### src/rtl/adc_rb_pkg.sv
package adc_rb_pkg;
   localparam int unsigned RB_ADDR_W = 5;
   localparam logic [RB_ADDR_W-1:0] ADR_STATUS  = 5'd0;
   localparam logic [RB_ADDR_W-1:0] ADR_MSK_SET = 5'd1;
   localparam logic [RB_ADDR_W-1:0] ADR_MSK_CLR = 5'd2;
   localparam logic [RB_ADDR_W-1:0] ADR_MSK_RD  = 5'd3;
   localparam logic [RB_ADDR_W-1:0] ADR_LAST    = 5'd4;
   localparam logic [RB_ADDR_W-1:0] ADR_CH_BASE = 5'd8;
   localparam int unsigned MAX_CH = 16;

   typedef struct packed {
      logic rd_status;
      logic rd_last;
      logic wr_set;
      logic wr_clr;
   } bus_dec_t;
endpackage

### src/rtl/adc_rb_chan.sv
module adc_rb_chan #(
   parameter int unsigned DATA_W = 10,
   parameter int unsigned CH_W   = 3,
   parameter int unsigned IDX    = 0
) (
   input  logic              clk,
   input  logic              rst_n,
   input  logic              res_valid,
   input  logic [CH_W-1:0]   res_ch,
   input  logic [DATA_W-1:0] res_val,
   input  logic              rd_hit,
   input  logic              rd_status,
   output logic [DATA_W-1:0] data_q,
   output logic              eoc_q,
   output logic              ovr_q
);
   logic hit;
   assign hit = res_valid && (res_ch == CH_W'(IDX));

   always_ff @(posedge clk) begin
      if (!rst_n) begin
         data_q <= '0;
         eoc_q  <= 1'b0;
         ovr_q  <= 1'b0;
      end else begin
         if (hit) data_q <= res_val;
         if (hit)         eoc_q <= 1'b1;
         else if (rd_hit) eoc_q <= 1'b0;
         if (hit && eoc_q && !rd_hit) ovr_q <= 1'b1;
         else if (rd_status)          ovr_q <= 1'b0;
      end
   end
endmodule

### src/rtl/adc_rb_last.sv
module adc_rb_last #(
   parameter int unsigned DATA_W = 10
) (
   input  logic              clk,
   input  logic              rst_n,
   input  logic              res_valid,
   input  logic [DATA_W-1:0] res_val,
   input  logic              rd_last,
   input  logic              rd_status,
   output logic [DATA_W-1:0] data_q,
   output logic              drdy_q,
   output logic              govre_q
);
   always_ff @(posedge clk) begin
      if (!rst_n) begin
         data_q  <= '0;
         drdy_q  <= 1'b0;
         govre_q <= 1'b0;
      end else begin
         if (res_valid) data_q <= res_val;
         if (res_valid)    drdy_q <= 1'b1;
         else if (rd_last) drdy_q <= 1'b0;
         if (res_valid && drdy_q && !rd_last) govre_q <= 1'b1;
         else if (rd_status)                  govre_q <= 1'b0;
      end
   end
endmodule

### src/rtl/adc_rb_irq.sv
module adc_rb_irq #(
   parameter int unsigned STAT_W = 18
) (
   input  logic              clk,
   input  logic              rst_n,
   input  logic              wr_set,
   input  logic              wr_clr,
   input  logic [STAT_W-1:0] wdata,
   input  logic [STAT_W-1:0] status,
   output logic [STAT_W-1:0] mask_q,
   output logic              irq
);
   always_ff @(posedge clk) begin
      if (!rst_n)      mask_q <= '0;
      else if (wr_set) mask_q <= mask_q | wdata;
      else if (wr_clr) mask_q <= mask_q & ~wdata;
   end

   assign irq = |(status & mask_q);
endmodule

### src/rtl/adc_result_bank.sv
module adc_result_bank
   import adc_rb_pkg::*;
#(
   parameter int unsigned NUM_CH = 8,
   parameter int unsigned DATA_W = 10,
   parameter int unsigned LOW_W  = 8,
   parameter int unsigned BUS_W  = 32,
   localparam int unsigned CH_W  = (NUM_CH > 1) ? $clog2(NUM_CH) : 1
) (
   input  logic                 clk,
   input  logic                 rst_n,
   input  logic                 res_valid,
   input  logic [CH_W-1:0]      res_ch,
   input  logic [DATA_W-1:0]    res_data,
   input  logic                 res_mode,
   input  logic                 bus_sel,
   input  logic                 bus_wr,
   input  logic [RB_ADDR_W-1:0] bus_addr,
   input  logic [BUS_W-1:0]     bus_wdata,
   output logic [BUS_W-1:0]     bus_rdata,
   output logic                 irq
);
   localparam int unsigned STAT_W = 2*NUM_CH + 2;
   localparam int unsigned DRDY_B = 2*NUM_CH;
   localparam int unsigned GOV_B  = 2*NUM_CH + 1;

   generate
      if (NUM_CH < 2 || NUM_CH > MAX_CH) begin : g_bad_ch
         $error("NUM_CH out of range");
      end
      if (STAT_W > BUS_W || DATA_W > BUS_W) begin : g_bad_bus
         $error("BUS_W too narrow for status or data");
      end
      if (LOW_W > DATA_W || LOW_W == 0) begin : g_bad_low
         $error("LOW_W must lie in 1..DATA_W");
      end
   endgenerate

   // result alignment
   logic [DATA_W-1:0] res_val;
   generate
      if (LOW_W < DATA_W) begin : g_dual_res
         always_comb begin
            res_val = res_data;
            if (!res_mode) res_val[DATA_W-1:LOW_W] = '0;
         end
      end else begin : g_single_res
         logic unused_mode;
         assign unused_mode = res_mode;
         assign res_val     = res_data;
      end
   endgenerate

   // bus decode
   logic     rd_en, wr_en;
   bus_dec_t dec;
   assign rd_en         = bus_sel && !bus_wr;
   assign wr_en         = bus_sel && bus_wr;
   assign dec.rd_status = rd_en && (bus_addr == ADR_STATUS);
   assign dec.rd_last   = rd_en && (bus_addr == ADR_LAST);
   assign dec.wr_set    = wr_en && (bus_addr == ADR_MSK_SET);
   assign dec.wr_clr    = wr_en && (bus_addr == ADR_MSK_CLR);

   logic [DATA_W-1:0] ch_data [NUM_CH];
   logic [NUM_CH-1:0] eoc_v, ovr_v, rd_ch;
   logic [DATA_W-1:0] last_data;
   logic              drdy_q, govre_q;
   logic [STAT_W-1:0] stat_q;
   logic [STAT_W-1:0] mask_q;

   generate
      for (genvar i = 0; i < NUM_CH; i++) begin : g_ch
         assign rd_ch[i] = rd_en && (bus_addr == ADR_CH_BASE + RB_ADDR_W'(i));
         adc_rb_chan #(.DATA_W(DATA_W), .CH_W(CH_W), .IDX(i)) u_chan (
            .clk       (clk),
            .rst_n     (rst_n),
            .res_valid (res_valid),
            .res_ch    (res_ch),
            .res_val   (res_val),
            .rd_hit    (rd_ch[i]),
            .rd_status (dec.rd_status),
            .data_q    (ch_data[i]),
            .eoc_q     (eoc_v[i]),
            .ovr_q     (ovr_v[i])
         );
      end
   endgenerate

   adc_rb_last #(.DATA_W(DATA_W)) u_last (
      .clk       (clk),
      .rst_n     (rst_n),
      .res_valid (res_valid),
      .res_val   (res_val),
      .rd_last   (dec.rd_last),
      .rd_status (dec.rd_status),
      .data_q    (last_data),
      .drdy_q    (drdy_q),
      .govre_q   (govre_q)
   );

   assign stat_q = {govre_q, drdy_q, ovr_v, eoc_v};

   logic [BUS_W-1:0] unused_wdata;
   assign unused_wdata = bus_wdata;

   adc_rb_irq #(.STAT_W(STAT_W)) u_irq (
      .clk    (clk),
      .rst_n  (rst_n),
      .wr_set (dec.wr_set),
      .wr_clr (dec.wr_clr),
      .wdata  (bus_wdata[STAT_W-1:0]),
      .status (stat_q),
      .mask_q (mask_q),
      .irq    (irq)
   );

   // read mux
   always_comb begin
      bus_rdata = '0;
      if (rd_en) begin
         if (bus_addr == ADR_STATUS)      bus_rdata = BUS_W'(stat_q);
         else if (bus_addr == ADR_MSK_RD) bus_rdata = BUS_W'(mask_q);
         else if (bus_addr == ADR_LAST)   bus_rdata = BUS_W'(last_data);
         for (int i = 0; i < NUM_CH; i++) begin
            if (rd_ch[i]) bus_rdata = BUS_W'(ch_data[i]);
         end
      end
   end

   localparam int unsigned GOV_CHK = GOV_B + 1 - DRDY_B;
   generate
      if (GOV_CHK != 2) begin : g_bad_map
         $error("status map inconsistent");
      end
   endgenerate
endmodule

### config.mk
export PLATFORM = sky130hd
export DESIGN_NAME = adc_result_bank
export DESIGN_NICKNAME = d
export VERILOG_FILES = /design/src/rtl/adc_rb_pkg.sv /design/src/rtl/adc_rb_chan.sv /design/src/rtl/adc_rb_last.sv /design/src/rtl/adc_rb_irq.sv /design/src/rtl/adc_result_bank.sv
export SDC_FILE = /design/constraint.sdc
export NUM_CORES = 1
export LEC_CHECK = 0
export ABC_AREA = 1
export BUFFER_PORTS_ARGS = -buffer_cell sky130_fd_sc_hd__buf_2
export CORE_ASPECT_RATIO = 0.9
export CORE_MARGIN = 2
export CORE_UTILIZATION = 40
export CTS_CLUSTER_DIAMETER = 100
export CTS_CLUSTER_SIZE = 14
export DETAILED_ROUTE_END_ITERATION = 16
export GPL_TIMING_DRIVEN = 0
export PLACE_DENSITY = 0.71
export SYNTH_ARGS = -nofsm -noshare
export SYNTH_HDL_FRONTEND = slang
export SYNTH_HIERARCHICAL = 1
export SYNTH_SLANG_ARGS = --single-unit
### constraint.sdc
create_clock -name clk -period 3.2 [get_ports clk]
set_clock_uncertainty 0.05 [all_clocks]
set_input_delay 0.96 -clock clk [delete_from_list [all_inputs] [get_ports clk]]
set_output_delay 0.96 -clock clk [all_outputs]
set_load 0.005 [all_outputs]
== Yosys cells after proc, flatten, opt, wreduce, memory -nomap -nowiden ==
Index checks and enable logic that the tools add are counted.
Word-level totals
  bits in registers: 126
  ROM bits: 0
  output and inout bits: 33
  memories: 0
  word-level logic and storage cells: 166
  bits in latches: 0
  RAM bits: 0
Operators by class
  shift-type cells: 0
  eq/ne operators: 19
  bitwise gates (word level): 4
  $lt $le $gt $ge: 0
  multiply operators: 0
  reductions and logical operators: 72
  add/sub/neg operators: 0
  muxes and demuxes: 43
  divide/modulo/power cells: 0
Operators with widths (count)
  2-to-1 mux 32 bit: 9
  2-to-1 mux 18 bit: 4
  == test 5 x 4 -> 1 bit (second input constant): 8
  logical AND 1 bit: 40
  nonzero test 2 bit: 19
  AND 18 bit: 2
  2-to-1 mux 1 bit: 28
  inverter 18 bit: 1
  bitwise OR 18 bit: 1
  OR reduction 18 bit: 1
  == test 3 bit (second input constant): 4
  == test 5 x 2 -> 1 bit (second input constant): 2
  logical NOT 1 bit: 10
  2-to-1 mux 10 bit: 1
  == test 3 x 2 -> 1 bit (second input constant): 2
  == test 5 x 1 -> 1 bit (second input constant): 1
  == test 5 x 3 -> 1 bit (second input constant): 1
  logical NOT 5 bit: 1
  == test 3 x 1 -> 1 bit (second input constant): 1
  logical NOT 3 bit: 1
  2-to-1 mux 2 bit: 1

== Logic depth before layout (Yosys ltp) ==
Gate-level depths: netlist (run 1).
  depth after elaboration: 13
  mapped depth: 13

== Hierarchy ==
Netlist (run 1), hierarchy kept.
Modules (own cells, without submodules)
  adc_rb_chan (g_ch[1].u_chan ...): sequential area each 240.2 µm², area an instance 566.8 µm², cells each 69, times used 3
  adc_rb_chan (g_ch[3].u_chan ...): sequential area each 240.2 µm², area an instance 529.3 µm², cells each 81, times used 3
  adc_result_bank: sequential area each 0.0 µm², area an instance 1503.9 µm², cells each 326, times used 1
  adc_rb_irq: sequential area each 360.3 µm², area an instance 884.6 µm², cells each 133, times used 1
  adc_rb_chan (g_ch[0].u_chan): sequential area each 240.2 µm², area an instance 590.6 µm², cells each 69, times used 1
  adc_rb_chan (g_ch[7].u_chan): sequential area each 240.2 µm², area an instance 516.7 µm², cells each 77, times used 1
  adc_rb_last: sequential area each 240.2 µm², area an instance 439.2 µm², cells each 54, times used 1

== Worst setup path before layout (run 1) ==
No wires, ideal clock.
  path kind: input -> output
  from: in bus_wr
  to: out bus_rdata[1]
  path slack: 0.002 ns
  stages: 10
  data required time: 2.190 ns
  buffers on the path: 1
  arrival: 2.188 ns
  path through: inv_1 nand3_2 nor2_4 inv_2 buf_2 nor2_1 nand2_1 nand4_1 nand2_1 a21oi_1
RTL lines
  start: declaration: line adc_result_bank.sv:17  | input logic bus_wr,
  logical NOT 1 bit: line adc_result_bank.sv:57  | assign rd_en = bus_sel && !bus_wr;
  logical AND 1 bit: line adc_result_bank.sv:57
  logical AND 1 bit: line adc_result_bank.sv:73  | assign rd_ch[i] = rd_en && (bus_addr == ADR_CH_BASE + RB_ADDR_W'(i));
  named net rd_ch[2]: line adc_result_bank.sv:65  | logic [NUM_CH-1:0] eoc_v, ovr_v, rd_ch;
  2-to-1 mux 32 bit (6 in a row): line adc_result_bank.sv:125  | if (rd_ch[i]) bus_rdata = BUS_W'(ch_data[i]);
  2-to-1 mux 32 bit: line adc_result_bank.sv:120  | if (rd_en) begin
  end: declaration: line adc_result_bank.sv:20  | output logic [BUS_W-1:0] bus_rdata,
The timed path passes the listed nets, and every way through them passes these cells.

== Worst setup path after layout (run 1) ==
  from: in bus_addr[1]
  to: out bus_rdata[3]
Between the ends
  cells in the longest elaborated chain, start to end: 13
Ends and longest elaborated chain
  start: declaration: line adc_result_bank.sv:18  | input logic [RB_ADDR_W-1:0] bus_addr,
  == test 5 x 3 -> 1 bit: line adc_result_bank.sv:123  | else if (bus_addr == ADR_LAST) bus_rdata = BUS_W'(last_data);
  2-to-1 mux 10 bit: line adc_result_bank.sv:123
  2-to-1 mux 18 bit: line adc_result_bank.sv:122  | else if (bus_addr == ADR_MSK_RD) bus_rdata = BUS_W'(mask_q);
  2-to-1 mux 18 bit: line adc_result_bank.sv:121  | if (bus_addr == ADR_STATUS) bus_rdata = BUS_W'(stat_q);
  2-to-1 mux 32 bit (7 in a row): line adc_result_bank.sv:125
  2-to-1 mux 32 bit (*): line adc_result_bank.sv:125
  2-to-1 mux 32 bit (*): line adc_result_bank.sv:120
Every way passes the cells marked *; elsewhere a longest branch is shown, timed or not.

==> results of run 1 <==
-- cell families (layout without fill, tap and decap cells) --
kind of cell    after synthesis  in the layout  synth area share
buf+inv                     190            294            0.1391
simple gates                677            678            0.4214
flops                       126            126            0.3492
other cells                   1             14         0.0005192
compound gates              115            115           0.08973
-- metrics by stage --
stage                     setup TNS [ps]  instances
after global routing               -3644       1467
after floorplan                        0       1122
final                              -2843       1467
after global placement             -6825       1422
after detailed placement           -5753       1423
after CTS                          -2966       1466
-- power by group --
| part | switching, mW | total, mW | internal [mW] |
|---|---|---|---|
| Clock | 0.690 | 1.89 | 1.20 |
| Combinational | 0.287 | 0.450 | 0.163 |
| Sequential | 0.0311 | 1.65 | 1.62 |
| Total | 1.01 | 4.00 | 2.99 |
-- final timing paths --
kind | startpoint | end | slack [ps] | cells after the start
worst min register to register | g_ch[0].u_chan/data_q[7]$_SDFFE_PN0P_ | g_ch[0].u_chan/data_q[7]$_SDFFE_PN0P_ | 430 | 2
worst min-delay path | g_ch[0].u_chan/data_q[7]$_SDFFE_PN0P_ | g_ch[0].u_chan/data_q[7]$_SDFFE_PN0P_ | 430 | 2
worst max register to register | g_ch[6].u_chan/eoc_q$_SDFFE_PN0P_ | g_ch[6].u_chan/ovr_q$_SDFFE_PN0P_ | 2210 | 4
worst max-delay path | bus_addr[1] | bus_rdata[3] | -340 | 13
-- final cells by class --
class / instances / area [sq um] / area share
clock inverter: 9 / 120.1 / 0.01354
clock buffer: 21 / 440.4 / 0.04965
inverter: 120 / 462.9 / 0.05219
sequential: 126 / 2522 / 0.2843
timing repair buffer: 74 / 470.5 / 0.05303
buffer: 70 / 594.3 / 0.06700
multi-input combinational: 807 / 3960 / 0.4464
tap: 240 / 300.3 / 0.03385
-- timing repair --
action,4_1_cts,5_1_grt
pin swaps,17,10
resized for setup,61,46
setup endpoints to repair,18,18
buffers inserted,10,1
cloned,3,0
-- layout by cell type (no fill, tap or decap), types with 15 or more instances in the layout --
master,count
nand2_1,309
nor2_1,190
a21oi_2,21
nor2_4,16
inv_1,107
nand3b_1,40
a21oi_1,73
buf_6,31
dfxtp_1,126
nand2_2,21
nand3_1,35
clkbuf_16,17
nand4_1,15
buf_2,60
buf_4,34
-- routing by layer --
layer / wire, um / global-route usage
met5: 0 / 0
met4: 565 / 0.08007
met3: 1903 / 0.04965
met2: 9392 / 0.3407
met1: 10550 / 0.3413
-- critical path, delay by kind of cell --
kind	cells	cell delay, ps
buf+inv	4	360
simple gates	8	1070
compound gates	1	130
==> results.txt, run 1 <==
- The initial utilization of the core area, before any placement, comes to 0.4088.
- Buffer depth of the longest clock path: 2
* Number of diodes: 0
- Final hold analysis gives a worst-case slack of about 430 ps.
- Predominant post-synthesis flop cell: dfxtp_1
- Entering global routing, the biggest net connects 20 pins.
- The critical path is of the in2out type.
- DRC Markers: 0
- Cell with the largest stage delay on the worst path: or2_2
* Static Leak: 4.073 nW
- Counting instances in the post-synthesis netlist gives the leading cell types as 322 x nand2_1, 200 x nor2_1, 126 x dfxtp_1, 115 x inv_1, 75 x a21oi_1.
- Number of standard-cell rows in the floorplan: 46
* Number of input and output port buffers inserted: 60
- Post-Place Setup Slack: -538.1 ps
* Vias per Instance: 4.926
- Number of register bits inferred by synthesis: around 130
- TritonCTS buffer count: 17
* Cell taking the most area after synthesis: dfxtp_1
- Residual overflow from global routing: 0
- The die is 131.5 um tall.
- The hold violation total from the final report came to 0.
* Count of hold buffers inserted by post-cts repair: 0
- Total of fill cells in the finished design: around 1,700
- For this run, asynchronously set or reset flops after synthesis account for 0.
- The floorplan step defined a die boundary enclosing about 19,000 sq um.
- Number of sinks on the clock net: about 130
- Setup violations remaining at the end of the flow were counted as 11.
- Violated checks: negative setup slack
- The number of antenna violations at the first check in global routing is 0.
* DP HPWL: roughly 15,000 um
* Setup repair after global routing missed its margin: true
- Total routed wirelength: 22,420 um
* Core ar.: 17,670 sq um
* Sequential cell area fraction in the yosys report: 0.3492
- Relative to the synthesized area, the layout overhead comes to 22.81%.
- The cell count after synthesis came out at 1,109.
- The cell that appears most often on the critical path is nand2_1.
- STA classifies the critical path endpoint as a primary output.
- The clock tree synthesis step divided the H-tree into 4 levels.
- CTS root buffer: clkbuf_16
* Share of the core filled with cells in the final layout: 0.5021
* Drt wl/cell: 15.28 um
* Total I/O pin count: 89
* Cell area after layout: 8871 sq um
- Largest fanout of any net on the critical path: 4
- Worst vdd rail ir drop: 0.3432 mV
- Headroom to the max-slew limit came out at 0.4350.
- Required time of the worst setup path: 2190 ps
- Global Route Usage Sum: 0.2343
- After clock tree synthesis, the clock-pin slew on the worst setup and hold paths is about 50 ps.
* CP startpoint kind: input pin
- Hold/Removal Path Class: reg2reg
- Clock tree from TritonCTS: built
- After layout, the worst setup slack is -335.8 ps.
- Summing internal, switching and leakage power gives ~4 mW.
- By area the synthesized netlist is led by dfxtp_1 35%, nand2_1 17%, nor2_1 10%, inv_1 6.0%, a21oi_1 5.2%.
- Via total after detailed routing: 7,226
- After synthesis, the mean cell area works out to 6.513 sq um.
- Routability-driven placement congestion ratio: between 0.9 and 1
- Peak per-stage delay on the critical path: 290 ps
- Max-cap violations in this run came to 0.
* Layout cells sized above 1: 0.2306
* Drt first-iter violations: 769
- Final #Nets: between 1,000 and 1,500
- Share of Yosys cell area claimed by the top area cell type: 0.3492
- The flow ran to the end, but the final reports show violations.
- In this run the cell area of the synthesized design comes to approximately 7200 sq um.
- Highest clock frequency the design can meet: 282.8 MHz
- The Yosys step of the flow raised 6 warnings.
* Number of flops mapped to enable cells by yosys: 0
* Fin. max-slew vios: 0
- The die is 145.7 um wide.
* Arrival time worst endpoint: 2530 ps
- Clock latency reported for the late side of the worst-skew pair: 420 ps
- Global-route wire length before repair: approximately 35,000 um
* Netlist cell types: 29
- DR pass1 iterations: 5
- The placed instances occupy a cell area of between 7000 and 8000 sq um.
- Most instantiated library cell after synthesis: nand2_1
* Number of routed nets with antenna violations: 0
- Traced cell by cell, the critical path runs through buf_2 > inv_2 > nand2_4 > nor2_4 > nand2_2 > or2_2 > o21ai_1 > nand2_1 > nand2_1 > nand4_1 > nand2_1 > inv_1 > buf_2.
- Of the available clock period, the critical path in the final layout requires 1.105.
- For the pin with the worst max-slew slack, the measured transition is about 840 ps.
- For this design the ratio of total power to cell area is 450.4 nW/um^2.
- The worst path in the final design needs a cycle of 3536 ps, including I/O delays and setup.
- The number of global-route vias before repair was between 6,000 and 7,000.
No activity file was read; power rests on OpenSTA's default activity.
==> run 2, diff against run 1 <==
--- a/config.mk
+++ b/config.mk
@@ -6,15 +6,15 @@
 export NUM_CORES = 1
 export LEC_CHECK = 0
 export ABC_AREA = 1
-export BUFFER_PORTS_ARGS = -buffer_cell sky130_fd_sc_hd__buf_2
 export CORE_ASPECT_RATIO = 0.9
 export CORE_MARGIN = 2
 export CORE_UTILIZATION = 40
 export CTS_CLUSTER_DIAMETER = 100
 export CTS_CLUSTER_SIZE = 14
 export DETAILED_ROUTE_END_ITERATION = 16
+export DONT_BUFFER_PORTS = 1
 export GPL_TIMING_DRIVEN = 0
-export PLACE_DENSITY = 0.71
+export PLACE_DENSITY = 0.66
 export SYNTH_ARGS = -nofsm -noshare
 export SYNTH_HDL_FRONTEND = slang
 export SYNTH_HIERARCHICAL = 1
==> results.txt, run 2 (synthesis gave the netlist of run 1 again) <==
* Largest fanout of any net on the critical path: 6 (+2)
- The number of global-route vias before repair is 6,148 (-5.7%).
- The die footprint was 19,150 sq um (unchanged).
- The number of antenna violations at the first check in global routing is 0 (unchanged).
- Number of endpoints failing setup at the final stage: 8 (-3)
- The total wirelength of the detailed-routed design was 22,100 um (-1.4%).
- Post-Place Setup Slack: -349.6 ps (+188.5 ps)
- Most common cell after layout, fill and taps aside: nand2_1
- The placed wire-length estimate came to 15,190 um (+0.41%).
* Effective utilization at floorplan: 0.4088 (unchanged)
* Number of hold violations in the final report: 0 (unchanged)
- Number of input and output port buffers inserted: 0 (-100%)
* Static Leak: 3.826 nW (-6.1%)
- The via count was 6,868 (-5.0%).
- The reg2reg setup slack was 2220 ps (about the same).
- The post-layout net count was 1,209 (-5.0%).
- Number of sinks on the clock net: 126 (unchanged)
- The min-delay analysis places its worst path in the category reg2reg.
* Top library cells by usage in the layout, fill and taps aside: 297 x nand2_1, 193 x nor2_1, 126 x dfxtp_1, 104 x inv_1, 72 x a21oi_1
* Clk pin slew, worst setup/hold paths: 60 ps (about the same)
- Count of placed standard cells including taps: 1,362 (-4.3%)
- The worst setup path is of the in2out kind.
- The buffers plus inverters on the worst setup path is 3 (-1).
- H-tree level count: 4 (unchanged)
- Worst Setup Slack, final: -80.94 ps (+254.8 ps)
* Run status: finished with violations
- The maximum ir drop on the vdd rail is 0.3461 mV (+0.85%).
- CTS root buffer: clkbuf_16
- Kind of capture point of the worst setup path: primary output
- Core ar.: 17,670 sq um (unchanged)
* TritonCTS buffer count: 17 (unchanged)
- Cell breakdown of the critical path: inv_1 > nand2_4 > nor2_4 > nand2_4 > buf_6 > or2_1 > o21ai_2 > nand2_2 > nand2_2 > nand4_1 > nand2_1 > inv_2
- The number of placement rows was 46 (unchanged).
- Number of max-cap violations: 0 (unchanged)
- The number of DRC violations after detailed routing came to 0 (unchanged).
- Total Power: 4.022 mW (+0.66%)
- Required time of the worst setup path: 2190 ps (about the same)
- The slowest stage of the critical path is the or2_1 cell.
- The post-route minimum period was 3281 ps (-254.8 ps).
- Layout cells sized above 1: 0.1981 (-0.03253)
- Drt wl/cell: 15.72 um (+2.9%)
* Clock latency reported for the late side of the worst-skew pair: 430 ps (about the same)
* Reg area: 2522 sq um (unchanged)
* Setup repair after global routing missed its margin: true
- Share of the core filled with cells in the final layout: 0.4857 (-0.01636)
- Arrival time worst endpoint: 2270 ps (-260 ps)
- Clock tree from TritonCTS: built
* Residual overflow from global routing: 0 (unchanged)
- Final period utilization: 1.025 (-0.07964)
- Global Route Usage Sum: 0.2317 (-0.002592)
- The pin slew with the least headroom to its limit is 888.9 ps (+47.86 ps).
- Among cell families on the critical path, the largest total delay comes from simple AND/OR/NAND/NOR gates.
- The number of nets still failing antenna checks after routing is 0 (unchanged).
- Vias per Instance: 4.885 (-0.83%)
- The non-filler instance count after layout was 1,406 (-4.2%).
* Global-route wire length before repair: 34,380 um (-2.7%)
* Highest clock frequency the design can meet: 304.8 MHz (+7.8%)
* Routability-driven placement congestion ratio: 0.8958 (-5.0%)
- Max-slew headroom at the worst pin: 0.4041 (-0.03082)
- The combined area of the multi-input logic cells came to 3963 sq um (about the same).
- The total inserted antenna cells is 0 (unchanged).
- Drt first-iter violations: 580 (-25%)
- The total count of max-transition violations in the final report is 0 (unchanged).
- Synth-to-Final Area Change: 18.81%
* Pin count of the biggest net entering global routing: 20 (unchanged)
- STA classifies the critical path startpoint as an input pin.
- Buffer depth of the longest clock path: 2 (unchanged)
- The checks that failed: negative setup slack.
* Chip width: 145.7 um (unchanged)
- The vertical die dimension was 131.5 um (unchanged).
- The areal power density over the cells is 468.7 nW/um^2 (+4.0%).
- Peak per-stage delay on the critical path: 230 ps (-60 ps)
* Total I/O pin count: 89 (unchanged)
* Total of fill cells in the finished design: 1,816 (+4.3%)
* Summed negative setup slack over all endpoints: -417.9 ps (+2425 ps)
- DR pass1 iterations: 5 (unchanged)
[run 2: changes by cell type in the layout (fill, tap and decap cells not counted), moves of 3 or more]
| cell | previous run | this run |
|---|---|---|
| buf_2 | 60 | 4 |
| buf_6 | 31 | 28 |
| clkbuf_8 | 0 | 4 |
| clkinv_2 | 6 | 3 |
| inv_1 | 107 | 104 |
| inv_2 | 10 | 13 |
| nand2_1 | 309 | 297 |
| nand2_2 | 21 | 30 |
| nor2_1 | 190 | 193 |
[run 2: layout make-up]
type,count,share of cell area
Sequential cell,126,0.2939
Buffer,70,0.06838
Clock buffer,26,0.05817
Multi-Input combinational cell,806,0.4617
Clock inverter,6,0.01225
Tap cell,240,0.03499
Timing Repair Buffer,12,0.01443
Inverter,120,0.05613
[run 2: final timing paths]
kind / start / to / cells past startpoint
max: bus_addr[1] / bus_rdata[0] / 12
min: g_ch[0].u_chan/data_q[8]$_SDFFE_PN0P_ / g_ch[0].u_chan/data_q[8]$_SDFFE_PN0P_ / 2
max reg2reg: g_ch[5].u_chan/eoc_q$_SDFFE_PN0P_ / g_ch[5].u_chan/ovr_q$_SDFFE_PN0P_ / 4
min reg2reg: g_ch[0].u_chan/data_q[8]$_SDFFE_PN0P_ / g_ch[0].u_chan/data_q[8]$_SDFFE_PN0P_ / 2
[run 2: worst min-delay path: stages, from the launching register on]
cell and delay (ps):
dfxtp_1 320, a21oi_1 40, nor2_1 80
[run 2: power breakdown]
group	total, mW	internal (mW)	switching [mW]
registers	1.65	1.62	0.0316
clock network	2.01	1.30	0.709
logic	0.357	0.141	0.216
[run 2: repair_timing]
action                     4_1_cts  5_1_grt
setup endpoints to repair       11       11
hold buffers                     0        0
resized for setup               56       46
setup buffers                    6        5
gates cloned                     0        1
pin swaps                       13       16
[run 2: stage by stage]
step	cell area, sq um	hold slack (ps)
CTS	8397	429.2
floorplan	7272	393.3
detailed placement	7577	415.5
global placement	7572	410.3
global route	8582	447.6
finish	8582	426.9
[run 2: per-layer routing]
layer  GRT usage  vias up  part of all wire
li1            -     3504                 -
met1      0.3365     3100              0.48
met3     0.06667       19             0.090
met4     0.05229        0             0.013
met5           0        -                 0
met2      0.3381      245              0.42
==> run 3, diff against run 2 <==
--- a/config.mk
+++ b/config.mk
@@ -13,7 +13,7 @@
 export CTS_CLUSTER_SIZE = 14
 export DETAILED_ROUTE_END_ITERATION = 16
 export DONT_BUFFER_PORTS = 1
-export GPL_TIMING_DRIVEN = 0
+export GPL_TIMING_DRIVEN = 1
 export PLACE_DENSITY = 0.66
 export SYNTH_ARGS = -nofsm -noshare
 export SYNTH_HDL_FRONTEND = slang
==> results.txt, run 3 (synthesis gave the netlist of run 1 again) <==
- Run status: finished with violations
- The final reports fail on negative setup slack.
- The worst setup path is launched from an input pin.
- Capturing instance or port of the critical path: bus_rdata[0]
- The number of antenna violations at the first check in global routing came to 0 (unchanged).
- The number of nets still failing antenna checks after routing was 0 (unchanged).
* Global-route wire length before repair: 33,160 um (-3.6%)
- Core ar.: 17,670 sq um (unchanged)
- The clock transition at the registers of the reported paths came to 50 ps (about the same).
- The via count was 6,887 (+0.28%).
- The number of DRC markers in iteration 0 was 683 (+18%).
- Leaving out fill and tap cells, the most frequent cell in the layout is nand2_1.
* Combined area of the multi-input logic cells: 4078 sq um (+2.9%)
- Clock tree from TritonCTS: built
- Number of standard-cell rows in the floorplan: 46 (unchanged)
* Hold/Removal Path Class: reg2reg
- The routed metal-1 wirelength is 9719 um (-8.2%).
* Worst vdd rail ir drop: 0.3149 mV (-9.0%)
- Pin count of the biggest net entering global routing: 101 (+410%)
- The post-layout net count came to 1,188 (-1.7%).
* Count of hold buffers inserted by post-cts repair: 0 (unchanged)
* Number of input and output port buffers inserted: 0 (unchanged)
- The maximum clock path buffer count is 2 (unchanged).
* Top library cells by usage in the layout, fill and taps aside: 293 x nand2_1, 191 x nor2_1, 126 x dfxtp_1, 103 x inv_1, 71 x a21oi_1
- Clock latency reported for the late side of the worst-skew pair: 430 ps (about the same)
- The pin slew with the least headroom to its limit came to 533.6 ps (-355.3 ps).
* Setup repair after global routing missed its margin: true
* Cell area after layout: 8589 sq um (about the same)
- Depth of the worst register-to-register path: 4 (unchanged)
* DIE AREA: 19,150 sq um (unchanged)
- The average vias per placed instance came to 4.976 (+1.9%).
- Drt wl/cell: 15.33 um (-2.5%)
* First element of the critical path: bus_wr
* R2r setup slk: 2240 ps (+20 ps)
- The x dimension of the die was 145.7 um (unchanged).
* Synth-to-Final Area Change: 18.92% (about the same)
- The max-cap violation count is 0 (unchanged).
- Global Route Usage Sum: 0.2210 (-0.01063)
* Reg area: 2522 sq um (unchanged)
- Cell with the largest stage delay on the worst path: or2_0
* Total routed wirelength: 21,210 um (-4.0%)
* CTS root buffer: clkbuf_16
* Number of global-route vias before repair: 6,000 (-2.4%)
- The static power due to leakage came to 3.732 nW (-2.4%).
- Max-slew headroom at the worst pin: 0.6434 (+0.2393)
- Post-Place Setup Slack: -246.2 ps (+103.4 ps)
- Effective utilization at floorplan: 0.4088 (unchanged)
* Fin. max-slew vios: 0 (unchanged)
- The placed wire-length estimate came to 13,770 um (-9.3%).
- DR pass1 iterations: 5 (unchanged)
- Shortest period the worst path allows: 3250 ps (-31.37 ps)
- Power per standard cell area: 463.0 nW/um^2 (-1.2%)
* Required time of the worst setup path: 2190 ps (about the same)
- STA classifies the critical path endpoint as a primary output.
- The hold violation total from the final report was 0 (unchanged).
- Top metal layer carrying routed signals: met4
* Final period utilization: 1.015 (-0.009804)
* DRC Markers: 0 (unchanged)
* Peak per-stage delay on the critical path: 180 ps (-50 ps)
- The detailed route wirelength on metal2 is 9028 um (-2.3%).
* Largest delay share family, worst path: simple AND/OR/NAND/NOR gates
* Cell breakdown of the critical path: clkinv_16 > nand3_4 > nor2_4 > buf_6 > nand2_8 > buf_6 > or2_0 > o21ai_1 > nand2_2 > nand2_2 > nand4_1 > nand2_1 > inv_2
* Worst Setup Slack, final: -49.57 ps (+31.37 ps)
- Routability-driven placement congestion ratio: 0.9041 (+0.93%)
- The clock buffer count from CTS was 17 (unchanged).
- The vertical die dimension came to 131.5 um (unchanged).
- Number of sinks on the clock net: 126 (unchanged)
- Summed negative setup slack over all endpoints: -165.7 ps (+252.2 ps)
* Critical path start-end classification: in2out
- Endpoint of the lowest-slack register-to-register path: g_ch[2].u_chan/ovr_q$_SDFFE_PN0P_
- Total I/O pin count: 89 (unchanged)
- The maximum level of the CTS H-tree came to 4 (unchanged).
- The total inserted antenna cells is 0 (unchanged).
* Largest fanout of any net on the critical path: 7 (+1)
* Crit path depth: 13 (+1)
- Total buffers and inverters traversed by the critical path: 4 (+1)
* Total of fill cells in the finished design: 1,748 (-3.7%)
- Total cell area at the placement stage: 7428 sq um (-2.0%)
- Number of endpoints failing setup at the final stage: 8 (unchanged)
- The wire length on met3 is 2092 um (+5.2%).
* Arrival time worst endpoint: 2240 ps (-30 ps)
- Highest clock frequency the design can meet: 307.7 MHz (+0.97%)
- Residual overflow from global routing: 0 (unchanged)
- The startpoint identified for the worst register-to-register timing path is g_ch[2].u_chan/eoc_q$_SDFFE_PN0P_.
- The fraction of final layout cells sized beyond drive strength 1 was 0.2037 (+0.005558).
-- run 3: changes by cell type in the layout (fill, tap and decap cells not counted), moves of 4 or more --
| cell | delta |
|---|---|
| or2_2 | -5 |
| clkbuf_1 | -10 |
| nand2_1 | -4 |
| buf_6 | -12 |
| or2_4 | +5 |
| nand2_2 | +4 |
-- run 3: worst min-delay path by stage --
stage                                               start  cells after the start                                     to
detailed placement  g_ch[0].u_chan/data_q[5]$_SDFFE_PN0P_                      2  g_ch[0].u_chan/data_q[5]$_SDFFE_PN0P_
floorplan           g_ch[0].u_chan/data_q[1]$_SDFFE_PN0P_                      2  g_ch[0].u_chan/data_q[1]$_SDFFE_PN0P_
finish                                               flop                      2                                   flop
CTS                 g_ch[0].u_chan/data_q[5]$_SDFFE_PN0P_                      2  g_ch[0].u_chan/data_q[5]$_SDFFE_PN0P_
global placement    g_ch[0].u_chan/data_q[5]$_SDFFE_PN0P_                      2  g_ch[0].u_chan/data_q[5]$_SDFFE_PN0P_
global route                                         flop                      2                                   flop
-- run 3: layout make-up --
cell class	count	area share
tap	240	0.03496
multi-input combinational	807	0.4747
timing repair buffer	60	0.06555
clock buffer	21	0.05594
sequential	126	0.2937
clock inverter	10	0.01588
inverter	120	0.05929
-- run 3: power breakdown --
group	leakage [nW]	switching [mW]	internal [mW]	total, mW
sequential	1.02	0.0323	1.62	1.65
combinational	2.41	0.196	0.124	0.320
clock	0.297	0.707	1.30	2.00
-- run 3: timing repair --
item | CTS | global route
pin swaps | 33 | 35
endpoints found under the hold margin | 0 | 0
cloned | 3 | 1
gates resized for setup | 91 | 51
setup endpoints to repair | 11 | 11
buffers inserted | 8 | 4
-- run 3: per-layer routing --
metal  vias up  GRT usage
li1       3456          -
met1      3132     0.3149
met2       272     0.3181
met3        27    0.07188
met4         0    0.06155
met5         -          0
-- run 3: worst min-delay path, stage by stage, from the launching register on --
cell and delay, ps:
dfxtp_1 320, nand2_1 60, a21oi_1 50
-- run 3: through the flow --
| step | utilization | power [mW] | hold slack [ps] | instances |
|---|---|---|---|---|
| 2_1_floorplan | - | 1.946 | 393.3 | 1122 |
| 3_3_place_gp | 0.4204 | 1.961 | 404.6 | 1340 |
| 3_5_place_dp | 0.4204 | 1.968 | 410.7 | 1340 |
| 4_1_cts | 0.4761 | 3.992 | 424.8 | 1382 |
| 5_1_grt | 0.4861 | 4.122 | 451.8 | 1384 |
| 6_report | 0.4861 | 3.977 | 430.8 | 1384 |
